File: src/rtl/sd_irq_pkg.sv
package sd_irq_pkg;
    localparam int EVT_N   = 16;
    localparam int ENA_N   = 14;
    localparam int BUSY_IX = 31;

    typedef enum logic [3:0] {
        EV_TX_ERR     = 4'd8,
        EV_DESC_ERR   = 4'd9,
        EV_RESP_ERR   = 4'd10,
        EV_RESP_TMO   = 4'd11,
        EV_DESC_TMO   = 4'd12,
        EV_CHAIN_DONE = 4'd13,
        EV_RESP_STAT  = 4'd14,
        EV_CARD_INT   = 4'd15
    } evt_index_e;
endpackage

File: src/rtl/sd_irq_status_cell.sv
module sd_irq_status_cell (
    input  logic clk,
    input  logic rst_n,
    input  logic set_i,
    input  logic clr_i,
    output logic bit_o
);
    logic q;

    always_ff @(posedge clk) begin
        if (!rst_n)     q <= 1'b0;
        else if (set_i) q <= 1'b1;
        else if (clr_i) q <= 1'b0;
    end

    assign bit_o = q;

    // an event always leaves the bit set, even under a clear
    a_r4_set_beats_clear: assert property (@(posedge clk) disable iff (!rst_n)
        set_i |=> bit_o);
    // an acknowledge without an event empties the bit
    a_r3_clear_drops: assert property (@(posedge clk) disable iff (!rst_n)
        (clr_i && !set_i) |=> !bit_o);
    // sticky when nothing touches it
    a_r2_sticky: assert property (@(posedge clk) disable iff (!rst_n)
        (!set_i && !clr_i) |=> $stable(bit_o));
endmodule

File: src/rtl/sd_irq_status_bank.sv
module sd_irq_status_bank #(
    parameter int N = 16
) (
    input  logic         clk,
    input  logic         rst_n,
    input  logic [N-1:0] evt_i,
    input  logic [N-1:0] clr_i,
    output logic [N-1:0] stat_o
);
    for (genvar g = 0; g < N; g++) begin : g_cell
        sd_irq_status_cell u_cell (
            .clk   (clk),
            .rst_n (rst_n),
            .set_i (evt_i[g]),
            .clr_i (clr_i[g]),
            .bit_o (stat_o[g])
        );
    end
endmodule

File: src/rtl/sd_irq_enable_reg.sv
module sd_irq_enable_reg #(
    parameter int W = 14
) (
    input  logic         clk,
    input  logic         rst_n,
    input  logic         wr_i,
    input  logic [W-1:0] data_i,
    output logic [W-1:0] en_o
);
    logic [W-1:0] en_q;

    always_ff @(posedge clk) begin
        if (!rst_n)    en_q <= '0;
        else if (wr_i) en_q <= data_i;
    end

    assign en_o = en_q;

    // a write loads the mask
    a_r5_load: assert property (@(posedge clk) disable iff (!rst_n)
        wr_i |=> (en_o == $past(data_i)));
    // no write, no change
    a_r9_hold: assert property (@(posedge clk) disable iff (!rst_n)
        !wr_i |=> $stable(en_o));
endmodule

File: src/rtl/sd_irq_unit.sv
module sd_irq_unit
    import sd_irq_pkg::*;
#(
    parameter int          ADDR_W     = 8,
    parameter int          DATA_W     = 32,
    parameter logic [7:0]  STATUS_OFS = 8'h48,
    parameter logic [7:0]  ENABLE_OFS = 8'h4C
) (
    input  logic              clk,
    input  logic              rst_n,
    input  logic [ADDR_W-1:0] reg_addr,
    input  logic              reg_wr,
    input  logic [DATA_W-1:0] reg_wdata,
    output logic [DATA_W-1:0] reg_rdata,
    input  logic [EVT_N-1:0]  evt_pulse,
    input  logic              ctrl_busy,
    output logic              irq
);
    localparam int PAD_N = EVT_N - ENA_N;

    logic              hit_stat, hit_ena;
    logic [EVT_N-1:0]  ack_vec, stat;
    logic [ENA_N-1:0]  ena;
    logic              unused_wdata_hi;

    assign hit_stat        = (reg_addr == ADDR_W'(STATUS_OFS));
    assign hit_ena         = (reg_addr == ADDR_W'(ENABLE_OFS));
    assign ack_vec         = (reg_wr && hit_stat) ? reg_wdata[EVT_N-1:0] : '0;
    assign unused_wdata_hi = ^reg_wdata[DATA_W-1:EVT_N];

    sd_irq_status_bank #(.N(EVT_N)) u_bank (
        .clk    (clk),
        .rst_n  (rst_n),
        .evt_i  (evt_pulse),
        .clr_i  (ack_vec),
        .stat_o (stat)
    );

    sd_irq_enable_reg #(.W(ENA_N)) u_ena (
        .clk    (clk),
        .rst_n  (rst_n),
        .wr_i   (reg_wr && hit_ena),
        .data_i (reg_wdata[ENA_N-1:0]),
        .en_o   (ena)
    );

    always_comb begin
        reg_rdata = '0;
        if (hit_stat) begin
            reg_rdata[EVT_N-1:0] = stat;
            reg_rdata[BUSY_IX]   = ctrl_busy;
        end else if (hit_ena) begin
            reg_rdata[ENA_N-1:0] = ena;
        end
    end

    assign irq = |(stat & {{PAD_N{1'b0}}, ena});

    // a cleared mask silences the line
    a_r6_masked_quiet: assert property (@(posedge clk) disable iff (!rst_n)
        (ena == '0) |-> !irq);
    // the line needs a pending low-order status bit
    a_r6_needs_pending: assert property (@(posedge clk) disable iff (!rst_n)
        irq |-> (stat[ENA_N-1:0] != '0));
    // unmapped offsets read as zero
    a_r8_unmapped_zero: assert property (@(posedge clk) disable iff (!rst_n)
        (!hit_stat && !hit_ena) |-> (reg_rdata == '0));
    // enable read never shows upper bits
    a_r5_upper_zero: assert property (@(posedge clk) disable iff (!rst_n)
        hit_ena |-> (reg_rdata[DATA_W-1:ENA_N] == '0));
endmodule

File: config.mk
export PLATFORM = sky130hd
export DESIGN_NAME = sd_irq_unit
export DESIGN_NICKNAME = d
export VERILOG_FILES = /design/src/rtl/sd_irq_pkg.sv /design/src/rtl/sd_irq_status_cell.sv /design/src/rtl/sd_irq_status_bank.sv /design/src/rtl/sd_irq_enable_reg.sv /design/src/rtl/sd_irq_unit.sv
export SDC_FILE = /design/constraint.sdc
export NUM_CORES = 1
export LEC_CHECK = 0
export BUFFER_PORTS_ARGS = -buffer_cell sky130_fd_sc_hd__buf_2
export CORE_ASPECT_RATIO = 1.2
export CORE_MARGIN = 2
export CORE_UTILIZATION = 43
export CTS_CLUSTER_SIZE = 10
export DETAILED_ROUTE_END_ITERATION = 12
export PLACE_DENSITY = 0.79
export SLEW_MARGIN = 20
export SYNTH_ARGS = -nofsm -noshare
export SYNTH_HDL_FRONTEND = slang
export SYNTH_SLANG_ARGS = --single-unit
File: constraint.sdc
create_clock -name clk -period 1.8 [get_ports clk]
set_clock_uncertainty 0.1 [all_clocks]
set_input_delay 0.09 -clock clk [delete_from_list [all_inputs] [get_ports clk]]
set_output_delay 0.09 -clock clk [all_outputs]
set_load 0.02 [all_outputs]
==> flow_results.org <==
** Run status
- Status :: completed

** Worst setup path
- In this run the critical register-to-register path is launched from u_bank.g_cell[0].u_cell.bit_o.
- Worst Path Max Fanout :: 3
- The worst setup path is of the reg -> out kind.
- Required @ worst endpoint :: 1.61 ns
- R2r endpoint :: u_bank.g_cell[0].u_cell.bit_o
- Data arrival at the endpoint of the critical path :: 1.48 ns
- Worst reg2reg path depth :: 2
- Nature of the critical path startpoint :: flop
- Worst-case register-to-register setup slack :: 1.00 ns
- Critical path capture point type :: output pin
- The critical path starts at u_bank.g_cell[13].u_cell.bit_o.

** Floorplan
- The floorplan step defined a die boundary enclosing 4140 sq um.
- Area of the core :: 3570 sq um
- 93 I/O pins were placed.
- X dimension of the die :: 59.1 um
- Number of standard-cell rows in the floorplan :: 24
- Effective utilization at floorplan :: 0.438
- Measured along the y axis, the die boundary spans 70.1 um.

** Clock tree
- Number of buffers between clock root and the deepest sink :: 2
- Clock-pin slew was measured on the worst setup and hold paths at 0.06 ns.
- In this run the number of H-tree levels came out at 2.
- Clock tree from TritonCTS :: yes
- Buffers inserted during clock tree synthesis total 5.
- The clock drives 30 sinks.
- Worst-skew pair later-pin latency :: 0.28 ns
- Number of setup buffers added after CTS :: 0
- CTS placed an instance of sky130_fd_sc_hd__clkbuf_8 at the clock tree root.

** Global route
- Total track usage :: 0.198
- The first global-routing pass estimated 6130 um of wire.
- The total overflow left after global routing is 0.
- The number of global-route vias before repair is 1,451.
- Entering global routing, the biggest net connects 45 pins.
- Initial antenna violation count :: 0

** Yosys
- The netlist uses 23 different library cells.
- Cell type with the highest aggregate area in the netlist :: sky130_fd_sc_hd__dfxtp_1
- Counting flops with a built-in enable in the synthesized netlist gives 0.
- Yosys instantiated no cell more often than sky130_fd_sc_hd__dfxtp_1.
- Ranking of synthesized cells by instance count :: sky130_fd_sc_hd__dfxtp_1, sky130_fd_sc_hd__nand2_1, sky130_fd_sc_hd__inv_1, sky130_fd_sc_hd__a31oi_1, sky130_fd_sc_hd__o21ai_0
- A synthesized cell averages 8.69 sq um.
- The synthesized netlist occupies a cell area of 1560 sq um.
- Counting flops with an async set or reset pin after synthesis yields a share of 0.
- In the synthesized netlist, the number of instances is 180.
- For this run, the leading register cell type out of synthesis is sky130_fd_sc_hd__dfxtp_1.
- Synthesis-stage register bit count :: 30
- Of the post-synthesis cell area, the dominant cell type holds 0.384.
- Top area cells in the synthesized netlist :: sky130_fd_sc_hd__dfxtp_1, sky130_fd_sc_hd__mux2i_1, sky130_fd_sc_hd__a22o_1
- For this run, the number of Yosys warnings is 0.
- For this run, the register share of the synthesized area comes to 0.384.

** Route
- Overall via count from detail_route :: 1,537
- The detailed router finished its first iteration with 52 violations.
- Detailed-route wire length :: a little under 4000 um
- Wirelength per Cell :: 12.3 um
- Post-route DRC :: 0
- Vias per cell :: 4.85
- Drt pass-1 iters :: 4
- Final antenna-violating net count :: 0

** Placement
- Estimated wirelength of the detail-placed design :: 2640 um
- Routability-driven placement finished with a final weighted congestion of about 0.74.
- Port-buffer cells :: 61
- Pre-CTS setup slack :: 0.00731 ns

** Timing
- For the pin with the worst max-slew slack, the measured transition is 0.664 ns.
- Adding up every negative setup slack in the final design gives 0 ns.
- The number of endpoints with negative hold slack in the final report came to 0.
- Setup violations remaining at the end of the flow were counted as 0.
- Setup repair after global routing left no endpoint under its margin.
- F_max :: 600 MHz
- The routed design could run at a clock period as short as 1.67 ns.
- Minimum setup slack in the final design :: 0.134 ns
- The final-report max-slew violation count was 0.
- Of the available clock period, the critical path in the final layout requires 0.926.
- Headroom to the max-slew limit came out at 0.557.

** Cells and area
- Share of post-route cells with drive strength above 1 :: 0.291
- Relative area change from synthesis to final layout :: 45.7%
- 0 antenna diodes ended up in the layout.
- Net total in the final layout :: 338

** Flow run
- Number of max-capacitance violations reported :: 0

** Min path
- Worst hold path cell count :: 4
- The worst hold path terminates at u_bank.g_cell[12].u_cell.bit_o.
- Hold path startpoint :: reg_addr[2]
- Type of the tightest min-delay check :: in -> reg

** Pwr
- In this run the power density over the cells is ~600 nW/um^2.
- Leakage power :: 1.09 nW
- IR analysis of the VDD net gives a maximum drop of 0.479 mV.
-- critical path: stages, from the launching register on --
cell and delay (ns):
sky130_fd_sc_hd__dfxtp_1 0.32, sky130_fd_sc_hd__a22o_1 0.23, sky130_fd_sc_hd__a221oi_1 0.32, sky130_fd_sc_hd__nand4_1 0.15, sky130_fd_sc_hd__buf_2 0.18
-- layout by cell type, fill, tap and decap left out, drive strengths merged, types with 5 or more instances in the layout --
| cell type | instances |
|---|---|
| buf | 70 |
| a22o | 15 |
| dlygate4sd3 | 32 |
| o21ai | 16 |
| a31oi | 16 |
| mux2i | 14 |
| a22oi | 5 |
| nand2 | 28 |
| dfxtp | 30 |
| inv | 17 |
| clkbuf | 7 |
| conb | 15 |
-- how the worst max path moves through the flow --
stage                endpoint  slack, ns  cells past startpoint
2_1_floorplan    reg_rdata[2]       0.15                      5
3_3_place_gp   u_ena.en_o[13]       0.06                      6
3_5_place_dp    u_ena.en_o[2]      0.007                      6
4_1_cts          reg_rdata[0]       0.04                      6
5_1_grt                   irq       0.03                      4
6_report                  irq       0.13                      4
-- through the flow --
stage                      util  area (sq um)  power, W  cells  hold WS (ns)
after floorplan               -          1620  0.000828    194        0.0907
after global placement    0.526          1880  0.000866    278         0.190
after detailed placement  0.526          1880  0.000870    278         0.189
after CTS                 0.637          2270   0.00142    317         0.256
after global routing      0.638          2280   0.00147    317         0.275
final                     0.638          2280   0.00141    317         0.254
-- report_power, final --
| part | total, W | switching [W] | leakage, nW | internal, W |
|---|---|---|---|---|
| registers | 0.000709 | 0.0000186 | 0.247 | 0.000691 |
| clock network | 0.000497 | 0.000231 | 0.0383 | 0.000265 |
| logic | 0.000202 | 0.0000976 | 0.801 | 0.000105 |
-- registers in the layout, indices dropped and copies added, names as in the netlist --
register                    cells
u_ena.en_o                     14
u_bank.g_cell.u_cell.bit_o     16
-- what timing repair did --
action / 4_1_cts / 5_1_grt
resized for setup: 0 / 1
hold buffers: 32 / 0
hold endpoints to repair: 30 / 0
endpoints found under the setup margin: 0 / 7
-- layout make-up --
class | instances | area, sq um
Fill cell | 323 | 1290
Sequential cell | 30 | 601
Multi-Input combinational cell | 122 | 783
Inverter | 17 | 63.8
Timing Repair Buffer | 102 | 706
Clock buffer | 7 | 76.3
Tap cell | 39 | 48.8
-- cell families (layout without fill, tap and decap cells) --
family | count (synthesis) | count (layout) | synth area share
mux | 14 | 14 | 0.0896
other cells | 1 | 15 | 0.00240
simple gates | 40 | 40 | 0.144
compound gates | 53 | 53 | 0.229
buf+inv | 42 | 126 | 0.151
flops | 30 | 30 | 0.384
-- layer usage --
layer	wire (um)	global-route usage
met1	1600	0.199
met2	2020	0.354
met3	170	0.0667
met4	124	0.0909
met5	0	0
Power figures use the tool's default switching activity.
